### src/rtl/hdlc_rxs_pkg.sv
package hdlc_rxs_pkg;
   localparam int unsigned STAT_W = 8;
   localparam int unsigned N_USED = 6;
   localparam int unsigned N_LVL  = 2;
   // bit positions inside the status byte
   localparam int unsigned B_NE   = 0;
   localparam int unsigned B_HWM  = 1;
   localparam int unsigned B_PS   = 2;
   localparam int unsigned B_PE   = 3;
   localparam int unsigned B_OB   = 4;
   localparam int unsigned B_OVR  = 5;
   // positions inside the level vector
   localparam int unsigned L_NE   = 0;
   localparam int unsigned L_HWM  = 1;
endpackage

### src/rtl/hdlc_rxs_rise_det.sv
module hdlc_rxs_rise_det #(
   parameter int unsigned W = 2
) (
   input  logic         clk,
   input  logic         rst_n,
   input  logic [W-1:0] lvl,
   output logic [W-1:0] rise
);
   if (W < 1) begin : g_bad_w
      $error("hdlc_rxs_rise_det: W must be at least 1");
   end

   for (genvar i = 0; i < W; i++) begin : g_bit
      logic prev_q;
      always_ff @(posedge clk) begin
         if (!rst_n) prev_q <= 1'b0;
         else        prev_q <= lvl[i];
      end
      assign rise[i] = lvl[i] & ~prev_q;
   end
endmodule

### src/rtl/hdlc_rxs_w1c_bank.sv
module hdlc_rxs_w1c_bank #(
   parameter int unsigned W    = 8,
   parameter int unsigned USED = 6
) (
   input  logic            clk,
   input  logic            rst_n,
   input  logic [USED-1:0] set_vec,
   input  logic            clr_en,
   input  logic [USED-1:0] clr_vec,
   output logic [W-1:0]    q
);
   if (USED > W || USED < 1) begin : g_bad_used
      $error("hdlc_rxs_w1c_bank: USED must lie in 1..W");
   end

   for (genvar i = 0; i < W; i++) begin : g_bit
      if (i < USED) begin : g_live
         logic b_q;
         always_ff @(posedge clk) begin
            if (!rst_n)                     b_q <= 1'b0;
            else if (set_vec[i])            b_q <= 1'b1;
            else if (clr_en && clr_vec[i])  b_q <= 1'b0;
         end
         assign q[i] = b_q;
      end else begin : g_tie
         assign q[i] = 1'b0;
      end
   end
endmodule

### src/rtl/hdlc_rxs_irq_gen.sv
module hdlc_rxs_irq_gen #(
   parameter int unsigned W       = 8,
   parameter bit          REG_OUT = 1'b0
) (
   input  logic         clk,
   input  logic         rst_n,
   input  logic [W-1:0] status,
   input  logic [W-1:0] mask,
   output logic         irq
);
   logic pend;
   assign pend = |(status & mask);

   if (REG_OUT) begin : g_reg
      logic irq_q;
      always_ff @(posedge clk) begin
         if (!rst_n) irq_q <= 1'b0;
         else        irq_q <= pend;
      end
      assign irq = irq_q;
   end else begin : g_comb
      wire unused_clk_rst = clk ^ rst_n;
      assign irq = pend;
   end
endmodule

### src/rtl/hdlc_rx_status_latch.sv
module hdlc_rx_status_latch
   import hdlc_rxs_pkg::*;
#(
   parameter int unsigned W       = STAT_W,
   parameter bit          IRQ_REG = 1'b0
) (
   input  logic         clk,
   input  logic         rst_n,
   input  logic         ev_overrun,
   input  logic         ev_open_byte,
   input  logic         ev_pkt_start,
   input  logic         ev_pkt_end,
   input  logic         ev_crc_err,
   input  logic         ev_abort,
   input  logic         lvl_above_hwm,
   input  logic         lvl_not_empty,
   input  logic         wr_status_en,
   input  logic [W-1:0] wr_status_data,
   input  logic         wr_mask_en,
   input  logic [W-1:0] wr_mask_data,
   output logic [W-1:0] status_q,
   output logic [W-1:0] mask_q,
   output logic         irq
);
   localparam int unsigned SPARE = W - N_USED;

   if (W < N_USED) begin : g_bad_w
      $error("hdlc_rx_status_latch: W too small for the status layout");
   end

   logic [N_LVL-1:0]  lvl_vec;
   logic [N_LVL-1:0]  lvl_rise;
   logic [N_USED-1:0] set_vec;

   always_comb begin
      lvl_vec        = '0;
      lvl_vec[L_NE]  = lvl_not_empty;
      lvl_vec[L_HWM] = lvl_above_hwm;
   end

   hdlc_rxs_rise_det #(.W(N_LVL)) u_rise (
      .clk  (clk),
      .rst_n(rst_n),
      .lvl  (lvl_vec),
      .rise (lvl_rise)
   );

   // set sources; packet end merges normal end with every fault cause
   always_comb begin
      set_vec        = '0;
      set_vec[B_OVR] = ev_overrun;
      set_vec[B_OB]  = ev_open_byte;
      set_vec[B_PE]  = ev_pkt_end | ev_crc_err | ev_abort | ev_overrun;
      set_vec[B_PS]  = ev_pkt_start;
      set_vec[B_HWM] = lvl_rise[L_HWM];
      set_vec[B_NE]  = lvl_rise[L_NE];
   end

   hdlc_rxs_w1c_bank #(.W(W), .USED(N_USED)) u_bank (
      .clk    (clk),
      .rst_n  (rst_n),
      .set_vec(set_vec),
      .clr_en (wr_status_en),
      .clr_vec(wr_status_data[N_USED-1:0]),
      .q      (status_q)
   );

   if (SPARE > 0) begin : g_spare
      wire unused_spare_clr = ^wr_status_data[W-1:N_USED];
   end

   always_ff @(posedge clk) begin
      if (!rst_n)          mask_q <= '0;
      else if (wr_mask_en) mask_q <= wr_mask_data;
   end

   hdlc_rxs_irq_gen #(.W(W), .REG_OUT(IRQ_REG)) u_irq (
      .clk   (clk),
      .rst_n (rst_n),
      .status(status_q),
      .mask  (mask_q),
      .irq   (irq)
   );
endmodule

### config.mk
export PLATFORM = sky130hd
export DESIGN_NAME = hdlc_rx_status_latch
export DESIGN_NICKNAME = d
export VERILOG_FILES = /design/src/rtl/hdlc_rxs_pkg.sv /design/src/rtl/hdlc_rxs_rise_det.sv /design/src/rtl/hdlc_rxs_w1c_bank.sv /design/src/rtl/hdlc_rxs_irq_gen.sv /design/src/rtl/hdlc_rx_status_latch.sv
export SDC_FILE = /design/constraint.sdc
export NUM_CORES = 1
export LEC_CHECK = 0
export ABC_AREA = 1
export BUFFER_PORTS_ARGS = -buffer_cell sky130_fd_sc_hd__buf_2
export CAP_MARGIN = 25
export CORE_UTILIZATION = 41
export CTS_BUF_LIST = sky130_fd_sc_hd__clkbuf_4 sky130_fd_sc_hd__clkbuf_8
export DETAILED_ROUTE_END_ITERATION = 10
export PLACE_DENSITY = 0.9
export SYNTH_ARGS = -nofsm -noshare
export SYNTH_HDL_FRONTEND = slang
export SYNTH_SLANG_ARGS = --single-unit
### constraint.sdc
create_clock -name clk -period 1.15 [get_ports clk]
set_clock_uncertainty 0.15 [all_clocks]
set_input_delay 0.23 -clock clk [delete_from_list [all_inputs] [get_ports clk]]
set_output_delay 0.23 -clock clk [all_outputs]
set_load 0.05 [all_outputs]
==> metrics.md, run 1 <==
| Metric | Value |
|---|---|
| MaxCap Viol Count | 0 |
| Violated checks | setup timing |
| Number of global-route vias before repair | 735 |
| Number of enable-type register cells in the synthesized netlist | 0 |
| Count of yosys warnings during synthesis | 0 |
| Endpoint required time on the critical path | 0.77 ns |
| TritonCTS clock tree | built |
| Total non-filler cell area in the finished layout | 1169 sq um |
| Yosys top cell area share | 48.85% |
| Remaining global-route overflow | 0 |
| Clock period minus final worst setup slack | 1.482 ns |
| Power consumption | 1.400 mW |
| Setup-failing EPs final | 15 |
| Clk pwr share | 20.5% |
| Routed WL per cell | 11.94 um |
| Setup WS pre-CTS | -0.05924 ns |
| Vias per cell | 4.883 |
| Core area | 1506 sq um |
| Most common flop cell mapped by yosys | sky130_fd_sc_hd__dfxtp_1 |
| Fraction of synthesis flops using an asynchronous set or reset pin | 0% |
| Sequential cell area | 352.8 sq um |
| Kind of critical path | flop to output pin |
| Final clock period utilization by the worst path | 128.9% |
| Int Pwr | 0.9341 mW |
| Max-slew violation total from the final report | 0 |
| Startpoint of the most critical hold path | ev_pkt_start |
| Final wirelength | 1.839 mm |
| Reg clk slew, reported paths | 0.08 ns |
| Cell area after synthesis | 655.6 sq um |
| Mean cell area of the mapped netlist | 7.285 sq um |
| Synth cell count leaders | 24 x sky130_fd_sc_hd__nor2_1, 18 x sky130_fd_sc_hd__nand2_1, 16 x sky130_fd_sc_hd__dfxtp_1, 8 x sky130_fd_sc_hd__buf_4, 6 x sky130_fd_sc_hd__o21ai_0 |
| Cell at the root of the clock tree | sky130_fd_sc_hd__clkbuf_4 |
| DP Wirelength | 1.212 mm |
| Starting density of the core | 43.52% |
| Result of the run | finished with violations |
| Routability congestion estimate from global placement | 0.6715 |
| Area occupied by multi-input gates | 267.8 sq um |
| Part of the power in registers | 44.6% |
| Unrepaired setup endpoints after global routing | yes |
| Critical path capture point type | output pin |
| Total length of routed met3 wires | 93 um |
| Number of port buffers | 40 |
| Ant. Diodes | 0 |
| CP arrival | 1.10 ns |
| Synth Register Bits | 16 |
| Switching power share of the total | 33.30% |
| Drc violations | 0 |
| Startpoint of the most critical setup path | mask_q[1]$_SDFFE_PN0P_ |
| Clock buffers created by TritonCTS | 3 |
| Total die area | 1763 sq um |
| Max rail drop VDD | 0.9978 mV |
| Most common cell in the synthesized netlist | sky130_fd_sc_hd__nor2_1 |
| Antenna violations before repair | 0 |
| Deepest level of the CTS H-tree | 1 |
| Cell accounting for the most synthesized area | sky130_fd_sc_hd__dfxtp_1 |
| Layout net count | 168 |
| Total number of vias | 752 |
| Type of element launching the critical path | flop |
| Net load switching power | 0.4663 mW |
| Std-Cell Rows | 14 |
| Worst reg2reg startpoint | u_bank.g_bit[0].g_live.b_q$_SDFFE_PN0P_ |
| Pwr/cell area | 1198 nW/um^2 |
| Area Overhead vs Synth | 78.24% |
| Ports | 45 |
| Placement Cell Area | 900.9 sq um |
| Iteration-0 DRC Markers | 13 |
| Top achievable clock speed | 0.6746 GHz |
| Gate power share | 34.8% |
| Final worst setup slack | -0.3323 ns |
| CTS Sinks | 16 |
| Post-synth cell types | 12 |
| Met1 Wirelength | 695 um |
| Synth top area cells | sky130_fd_sc_hd__dfxtp_1 49%, sky130_fd_sc_hd__nor2_1 14%, sky130_fd_sc_hd__nand2_1 10%, sky130_fd_sc_hd__buf_4 9.2%, sky130_fd_sc_hd__o21ai_0 4.6% |
| Total GRT Usage | 22.07% |
| Pin count of the biggest net entering global routing | 14 |
| Share of layout cells above drive strength 1 | 55.07% |
| Total negative slack for setup checks | -1.510 ns |
| Die H | 41.99 um |
| Leakage component of the power | 0.5912 nW |
| DIE WIDTH | 41.99 um |
| Insertion delay to the later sink of the worst-skew pair | 0.28 ns |
| ANT nets after route | 0 |
| Highest metal used | met4 |
| Met2 WL post-DR | 1.023 mm |
| Maximum number of buffers from clock root to sink | 2 |
| Fillers | 104 |
| Initial DRT Pass Iterations | 5 |
| Final count of hold timing violations | 0 |
| Top fanout value on the critical path | 2 |
| Hold Worst Slack | 0.01499 ns |
| Synthesized instance count | 90 |
| First-pass GRT wire length | 2.973 mm |
| Hold WC Path Type | input port to flop |
| Sequential element share of the synthesized area | 48.85% |
[cell families (layout without fill, tap and decap cells)]
| logic type | after synthesis | after routing | synth area share, % |
|---|---|---|---|
| simple gates | 44 | 44 | 25.57 |
| compound gates | 14 | 14 | 10.69 |
| flops | 16 | 16 | 48.86 |
| buf+inv | 15 | 62 | 14.31 |
| other cells | 1 | 2 | 0.5720 |
[power groups by stage]
| stage | Clock, mW | Combinational (mW) | Sequential, mW |
|---|---|---|---|
| 3_3_place_gp | 0 | 0.349 | 0.621 |
| 5_1_grt | 0.308 | 0.514 | 0.631 |
| 6_report | 0.287 | 0.488 | 0.625 |
| 2_1_floorplan | 0 | 0.184 | 0.692 |
| 3_5_place_dp | 0 | 0.356 | 0.623 |
| 4_1_cts | 0.293 | 0.461 | 0.620 |
[metal layers]
metal / up-vias / track usage, %
met3: 5 / 2.586
met1: 342 / 22.80
li1: 366 / -
met4: 0 / 9.677
met5: - / 0
met2: 39 / 43.44
[layout by cell type, fill, tap and decap left out, drive strengths merged]
cell and n:
buf 51, clkbuf 3, o21ai 10, conb 2, dlygate4sd3 2, nand3 2
nand2 18, nor2 24, dfxtp 16, a21oi 4, inv 6
[flip-flops by register name, indices dropped and copies added (netlist names)]
name                     cells
mask_q                       8
u_rise.g_bit.prev_q          2
u_bank.g_bit.g_live.b_q      6
[metrics by stage]
step / utilization (%) / instances
final: 77.57 / 154
after global routing: 77.57 / 154
after CTS: 74.92 / 154
after detailed placement: 59.80 / 147
after global placement: 59.80 / 147
after floorplan: - / 91
[cell type report]
cell class	instances	area share, %
Multi-Input combinational cell	60	22.91
Inverter	6	1.927
Timing Repair Buffer	53	41.33
Sequential cell	16	30.19
Tap cell	16	1.713
Clock buffer	3	1.927
[critical path, cell delays in order (launching register included)]
cell	delay [ns]
sky130_fd_sc_hd__dfxtp_4	0.36
sky130_fd_sc_hd__nand2_2	0.06
sky130_fd_sc_hd__nand2_2	0.07
sky130_fd_sc_hd__nor2_4	0.12
sky130_fd_sc_hd__nand2_2	0.07
sky130_fd_sc_hd__buf_8	0.14
[final timing paths]
| path | end | slack [ns] | depth (start not counted) |
|---|---|---|---|
| setup / recovery | irq | -0.33 | 5 |
| hold / removal | u_bank.g_bit[2].g_live.b_q$_SDFFE_PN0P_ | 0.01 | 3 |
| setup reg to reg | u_bank.g_bit[0].g_live.b_q$_SDFFE_PN0P_ | 0.18 | 4 |
| hold reg to reg | u_bank.g_bit[0].g_live.b_q$_SDFFE_PN0P_ | 0.27 | 1 |
[repair_timing]
action	4_1_cts	5_1_grt
pin swaps	0	4
endpoints found under the setup margin	15	15
hold endpoints to repair	2	0
buffers inserted	2	4
hold buffers	2	0
gates resized for setup	56	16
(Power assumes the default switching activity.)
==> run 2: changes to the inputs <==
CORE_UTILIZATION = 39   (was 41)
CTS_BUF_LIST = unset   (was sky130_fd_sc_hd__clkbuf_4 sky130_fd_sc_hd__clkbuf_8)
PLACE_DENSITY = 0.87   (was 0.9)
==> run 2 against run 1 <==
The run still ends with setup timing left. Global-route usage decreased by 3.0 points. Cell count decreased by 0.65%. Clock-buffer cell count increased by 1. Register-to-register slack about the same. Clock power increased by 6%. Sequential share of layout area increased by 0.85 points. Die area increased by 4.9%. Non-clock buffer count decreased by 2. Flip-flop and latch count unchanged. Maximum frequency increased by 2.1%. Power increased by 0.22%. Setup slack improved by 0.030 ns.
==> metrics.md, run 2 (synthesis gave the netlist of run 1 again) <==
| Metric | Value |
|---|---|
| Critical path capture point type | output pin |
| Kind of critical path | flop to output pin |
| Max FFs per register | 8 (unchanged) |
| Sequential cell area | 355.3 sq um (+0.71%) |
| Iteration-0 DRC Markers | 8 (-5) |
| Area occupied by multi-input gates | 257.7 sq um (-3.7%) |
| Pwr/cell area | 1226 nW/um^2 (+2.3%) |
| Final worst setup slack | -0.3020 ns (+0.03030 ns) |
| Clock period minus final worst setup slack | 1.452 ns (-0.03030 ns) |
| DIE WIDTH | 43 um (+2.4%) |
| Maximum number of buffers from clock root to sink | 2 (unchanged) |
| Reg clk slew, reported paths | 0.10 ns (+0.02 ns) |
| Count of buffering cells on the critical path with inverters included | 1 (unchanged) |
| Starting density of the core | 42.53% (-0.99 points) |
| First-pass GRT wire length | 2.670 mm (-10%) |
| Routed WL per cell | 11.63 um (-2.6%) |
| Worst Reg-to-Reg Cells | 4 (unchanged) |
| Leakage component of the power | 0.5825 nW (-1.5%) |
| DP Wirelength | 1.137 mm (-6.2%) |
| Total negative slack for setup checks | -1.373 ns (+0.1370 ns) |
| Pin count of the biggest net entering global routing | 14 (unchanged) |
| Number of global-route vias before repair | 686 (-6.7%) |
| Result of the run | finished with violations |
| Ant. Diodes | 0 (unchanged) |
| Drc violations | 0 (unchanged) |
| Deepest level of the CTS H-tree | 1 (unchanged) |
| Most used cell, CP | sky130_fd_sc_hd__nand2_1 |
| CTS Sinks | 16 (unchanged) |
| Remaining global-route overflow | 0 (unchanged) |
| ANT nets after route | 0 (unchanged) |
| Number of port buffers | 40 (unchanged) |
| MaxCap Viol Count | 0 (unchanged) |
| TritonCTS clock tree | built |
| Setup WS pre-CTS | -0.03327 ns (+0.02597 ns) |
| Slowest cell on crit path | sky130_fd_sc_hd__dfxtp_4 |
| Core area | 1541 sq um (+2.3%) |
| Longest individual stage delay on the worst path | 0.36 ns (about the same) |
| Largest reg by FF count | mask_q |
| Final standard cell count with taps included and fillers excluded | 153 (-0.65%) |
| Setup-failing EPs final | 15 (unchanged) |
| Fillers | 126 (+21%) |
| Top fanout value on the critical path | 2 (unchanged) |
| Placement Cell Area | 900.9 sq um (unchanged) |
| Top achievable clock speed | 0.6887 GHz (+2.1%) |
| Total die area | 1849 sq um (+4.9%) |
| Register-to-register path setup slack | 0.17 ns (about the same) |
| Final count of hold timing violations | 0 (unchanged) |
| Cell class contributing the biggest share of worst-path delay | flip-flops |
| Routability congestion estimate from global placement | 0.6990 (+4.1%) |
| Std-Cell Rows | 14 (unchanged) |
| Type of element launching the critical path | flop |
| Startpoint of the most critical setup path | mask_q[0]$_SDFFE_PN0P_ |
| Share of layout cells above drive strength 1 | 54.01% (-1.1 points) |
| Hold Worst Slack | 0.004418 ns (-0.01057 ns) |
| Total non-filler cell area in the finished layout | 1145 sq um (-2.0%) |
| Endpoint required time on the critical path | 0.77 ns (about the same) |
| Final wirelength | 1.779 mm (-3.3%) |
| CTS Hold Buffers Added | 0 (-2) |
| Largest registers | mask_q x8, u_bank.g_bit.g_live.b_q x6, u_rise.g_bit.prev_q x2 |
| Most frequent standard cell in the layout excluding fill and tap cells | sky130_fd_sc_hd__buf_2 |
| Instance count after placement with tap cells included | 147 (unchanged) |
| Max-slew violation total from the final report | 0 (unchanged) |
| Hold WC Path Type | input port to flop |
| Final clock period utilization by the worst path | 126.3% (-2.6 points) |
| Area Overhead vs Synth | 74.62% |
| CP arrival | 1.07 ns (-0.03 ns) |
| Vias per cell | 4.902 (+0.39%) |
| Capture instance of the worst register-to-register path | mask_q[3]$_SDFFE_PN0P_ |
| Max rail drop VDD | 0.7677 mV (-23%) |
| Layout net count | 166 (-1.2%) |
| Insertion delay to the later sink of the worst-skew pair | 0.27 ns (about the same) |
| Violated checks | setup timing |
| Total number of vias | 750 (-0.27%) |
| Cell-by-cell listing of the critical path | nand2_1 -> nand2_1 -> nor2_2 -> nand2_2 -> buf_8 |
| Cell at the root of the clock tree | sky130_fd_sc_hd__clkbuf_4 |
| Die H | 43 um (+2.4%) |
| Commonest non-fill, non-tap cells in the layout | 25 x sky130_fd_sc_hd__buf_2, 23 x sky130_fd_sc_hd__nor2_1, 14 x sky130_fd_sc_hd__nand2_1, 14 x sky130_fd_sc_hd__buf_8, 10 x sky130_fd_sc_hd__buf_6 |
| Worst reg2reg startpoint | mask_q[3]$_SDFFE_PN0P_ |
| Total GRT Usage | 19.11% (-3.0 points) |
| Unrepaired setup endpoints after global routing | yes |
| Clock buffers created by TritonCTS | 3 (unchanged) |
| Capture point of the critical path | irq |
| Ports | 45 (unchanged) |
| Initial DRT Pass Iterations | 4 (-1) |
| Antenna violations before repair | 0 (unchanged) |
| Total number of cells along the worst setup path | 5 (unchanged) |
-- run 2: cell types whose count changed in the layout (fill, tap and decap cells not counted), moves of 2 or more --
cell / delta
sky130_fd_sc_hd__nand2_2: -2
sky130_fd_sc_hd__buf_6: -2
sky130_fd_sc_hd__nand2_1: +2
sky130_fd_sc_hd__dlygate4sd3_1: -2
-- run 2: layout make-up --
class,instances,share of cell area (%)
multi-input combinational,60,22.51
tap,16,1.749
timing repair buffer,51,40.44
sequential,16,31.04
clock buffer,4,2.295
inverter,6,1.967
-- run 2: layer usage --
layer	up-vias	GRT usage, %	wire, um
li1	364	-	-
met1	348	19.16	648
met2	36	38.18	1012
met3	2	4.255	102
met4	0	5.455	16
met5	-	0	0
-- run 2: stage by stage --
stage / total power, mW / utilization, %
floorplan: 0.8760 / -
global placement: 0.9693 / 58.44
detailed placement: 0.9786 / 58.44
CTS: 1.390 / 72.73
global route: 1.467 / 74.27
finish: 1.403 / 74.27
-- run 2: tightest hold or removal path, stage by stage --
cell and delay (ns):
sky130_fd_sc_hd__buf_2 0.07, sky130_fd_sc_hd__nand2_1 0.05, sky130_fd_sc_hd__inv_1 0.05
-- run 2: what timing repair did --
action,CTS,global route
buffers inserted,1,5
pin swaps,1,3
resized for setup,60,10
setup endpoints to repair,15,15
-- run 2: report_power, final --
group / switching (mW) / total [mW] / internal [mW]
Sequential: 0.0314 / 0.624 / 0.593
Combinational: 0.264 / 0.477 / 0.212
Clock: 0.168 / 0.303 / 0.134
Total: 0.464 / 1.40 / 0.939
-- run 2: worst min-delay path by stage --
stage,depth (start not counted),slack (ns),to,start
after floorplan,2,0.19,u_rise.g_bit[0].prev_q$_SDFF_PN0_,lvl_not_empty
after global placement,1,0.25,u_bank.g_bit[0].g_live.b_q$_SDFFE_PN0P_,u_rise.g_bit[0].prev_q$_SDFF_PN0_
after detailed placement,1,0.27,u_bank.g_bit[0].g_live.b_q$_SDFFE_PN0P_,u_rise.g_bit[0].prev_q$_SDFF_PN0_
after CTS,3,0.003,u_rise.g_bit[0].prev_q$_SDFF_PN0_,lvl_not_empty
after global routing,3,0.01,u_rise.g_bit[1].prev_q$_SDFF_PN0_,lvl_above_hwm
final,3,0.004,u_rise.g_bit[0].prev_q$_SDFF_PN0_,lvl_not_empty
==> run 3: changes to the inputs <==
PLACE_DENSITY = 0.76   (was 0.87)
==> run 3 against run 2 <==
Worst hold slack gained 0.0098 ns. Cell area is 4.8% higher. The run still ends with setup timing left. Largest power group unchanged. Critical path depth is the same. Largest cell class unchanged. Critical endpoint unchanged.
==> metrics.md, run 3 (synthesis gave the netlist of run 1 again) <==
| Metric | Value |
|---|---|
| Commonest non-fill, non-tap cells in the layout | 25 x sky130_fd_sc_hd__buf_2, 23 x sky130_fd_sc_hd__nor2_1, 17 x sky130_fd_sc_hd__nand2_1 |
| Slowest cell on crit path | sky130_fd_sc_hd__dfxtp_4 |
| Final count of hold timing violations | 0 (unchanged) |
| Kind of critical path | flop to output pin |
| Placement Cell Area | 915.9 sq um (+1.7%) |
| Endpoint required time on the critical path | 0.77 ns (about the same) |
| Cell-by-cell listing of the critical path | nand2_1 -> nand2_1 -> nor2_2 -> nand2_2 -> buf_6 |
| Top fanout value on the critical path | 2 (unchanged) |
| Final standard cell count with taps included and fillers excluded | 161 (+5.2%) |
| Total GRT Usage | 21.15% (+2.0 points) |
| Remaining global-route overflow | 0 (unchanged) |
| TritonCTS clock tree | built |
| Starting density of the core | 42.53% (unchanged) |
| Core area | 1541 sq um (unchanged) |
| Share of layout cells above drive strength 1 | 53.10% (-0.91 points) |
| Top achievable clock speed | 0.6903 GHz (+0.23%) |
| CTS Sinks | 16 (unchanged) |
| Iteration-0 DRC Markers | 5 (-3) |
| Longest individual stage delay on the worst path | 0.36 ns (about the same) |
| Hold Worst Slack | 0.01418 ns (+0.009758 ns) |
| DP Wirelength | 1.152 mm (+1.4%) |
| Max FFs per register | 8 (unchanged) |
| Routability congestion estimate from global placement | 0.7252 (+3.7%) |
| Layout net count | 174 (+4.8%) |
| Deepest level of the CTS H-tree | 1 (unchanged) |
| Ant. Diodes | 0 (unchanged) |
| Number of port buffers | 40 (unchanged) |
| CP arrival | 1.07 ns (about the same) |
| Met2 track demand over resource | 39.09% (+0.91 points) |
| Instance count after placement with tap cells included | 149 (+1.4%) |
| Violated checks | setup timing |
| Leakage component of the power | 0.6200 nW (+6.4%) |
| Max-slew violation total from the final report | 0 (unchanged) |
| Area occupied by multi-input gates | 250.2 sq um (-2.9%) |
| Unrepaired setup endpoints after global routing | yes |
| Pin count of the biggest net entering global routing | 14 (unchanged) |
| Total number of vias | 734 (-2.1%) |
| DIE WIDTH | 43 um (unchanged) |
| Final worst setup slack | -0.2987 ns (+0.003366 ns) |
| Ports | 45 (unchanged) |
| Clock period minus final worst setup slack | 1.449 ns (-0.003366 ns) |
| Met1 Use GR | 24.80% (+5.6 points) |
| Largest registers | mask_q x8, u_bank.g_bit.g_live.b_q x6, u_rise.g_bit.prev_q x2 |
| Final clock period utilization by the worst path | 126.0% (-0.29 points) |
| Reg clk slew, reported paths | 0.09 ns (about the same) |
| Cell at the root of the clock tree | sky130_fd_sc_hd__clkbuf_4 |
| Setup-failing EPs final | 15 (unchanged) |
| Fillers | 110 (-13%) |
| MaxCap Viol Count | 0 (unchanged) |
| Most frequent standard cell in the layout excluding fill and tap cells | sky130_fd_sc_hd__buf_2 |
| Critical path capture point type | output pin |
| Std-Cell Rows | 14 (unchanged) |
| Power consumption | 1.416 mW (+0.91%) |
| Post-layout util | 77.84% (+3.6 points) |
| Number of global-route vias before repair | 705 (+2.8%) |
| Most used cell, CP | sky130_fd_sc_hd__nand2_1 |
| Layer with the highest usage | met2 |
| Type of element launching the critical path | flop |
| Final wirelength | 1.769 mm (-0.56%) |
| Drc violations | 0 (unchanged) |
| ANT nets after route | 0 (unchanged) |
| Clock buffers created by TritonCTS | 3 (unchanged) |
| Initial DRT Pass Iterations | 4 (unchanged) |
| Maximum number of buffers from clock root to sink | 2 (unchanged) |
| Die H | 43 um (unchanged) |
| Hold WC Path Type | input port to flop |
| Total negative slack for setup checks | -1.437 ns (-0.06404 ns) |
| Routed WL per cell | 10.99 um (-5.5%) |
| Total die area | 1849 sq um (unchanged) |
| Pwr/cell area | 1180 nW/um^2 (-3.7%) |
| Insertion delay to the later sink of the worst-skew pair | 0.27 ns (about the same) |
| First-pass GRT wire length | 2.904 mm (+8.8%) |
| Largest reg by FF count | mask_q |
| Result of the run | finished with violations |
| Vias per cell | 4.559 (-7.0%) |
| Antenna violations before repair | 0 (unchanged) |
| Setup WS pre-CTS | -0.04544 ns (-0.01217 ns) |
| Max rail drop VDD | 0.9327 mV (+22%) |
| Total non-filler cell area in the finished layout | 1200 sq um (+4.8%) |
| Area Overhead vs Synth | 83.02% |
| GR Util met3 | 3.830% (-0.43 points) |
| Sequential cell area | 352.8 sq um (-0.70%) |
[run 3: changes by cell type in the layout (fill, tap and decap cells not counted), moves of 2 or more]
cell / previous run / this run
sky130_fd_sc_hd__nand2_2: 4 / 1
sky130_fd_sc_hd__buf_6: 10 / 12
sky130_fd_sc_hd__buf_4: 2 / 7
sky130_fd_sc_hd__nand2_1: 14 / 17
sky130_fd_sc_hd__dlygate4sd3_1: 0 / 2
[run 3: final timing paths]
| check | from | to | slack (ns) | cells after the start |
|---|---|---|---|---|
| worst max-delay path | mask_q[5]$_SDFFE_PN0P_ | irq | -0.30 | 5 |
| worst min-delay path | ev_open_byte | u_bank.g_bit[4].g_live.b_q$_SDFFE_PN0P_ | 0.01 | 3 |
| worst max register to register | mask_q[5]$_SDFFE_PN0P_ | mask_q[5]$_SDFFE_PN0P_ | 0.09 | 4 |
| worst min register to register | u_rise.g_bit[0].prev_q$_SDFF_PN0_ | u_bank.g_bit[0].g_live.b_q$_SDFFE_PN0P_ | 0.27 | 1 |
[run 3: timing repair]
item	in CTS	in global routing
pin swaps	1	1
endpoints found under the hold margin	2	0
buffers inserted	4	6
hold buffers	2	0
resized for setup	60	6
endpoints found under the setup margin	15	15
[run 3: layout make-up]
| cell class | count | area share (%) |
|---|---|---|
| well taps | 16 | 1.668 |
| multi-input cells | 60 | 20.86 |
| clock buffers | 4 | 2.190 |
| inverters | 6 | 1.877 |
| repair buffers | 59 | 44.00 |
| flip-flops and latches | 16 | 29.41 |
[run 3: critical path, delay by kind of cell, from the launching register on]
family	cells	cell delay (ns)
buffers and inverters	1	0.15
DFF	1	0.36
and+or+nand+nor	4	0.28
[run 3: per-layer routing]
layer	vias up	share of wire [%]	wire (um)
met3	2	4.0	70
met4	0	0.34	6
met5	-	0	0
met2	23	57	1008
li1	381	-	-
met1	328	39	684
[run 3: where the power goes]
part / switching (mW) / internal, mW
Clock: 0.165 / 0.134
Sequential: 0.0284 / 0.594
Combinational: 0.266 / 0.229
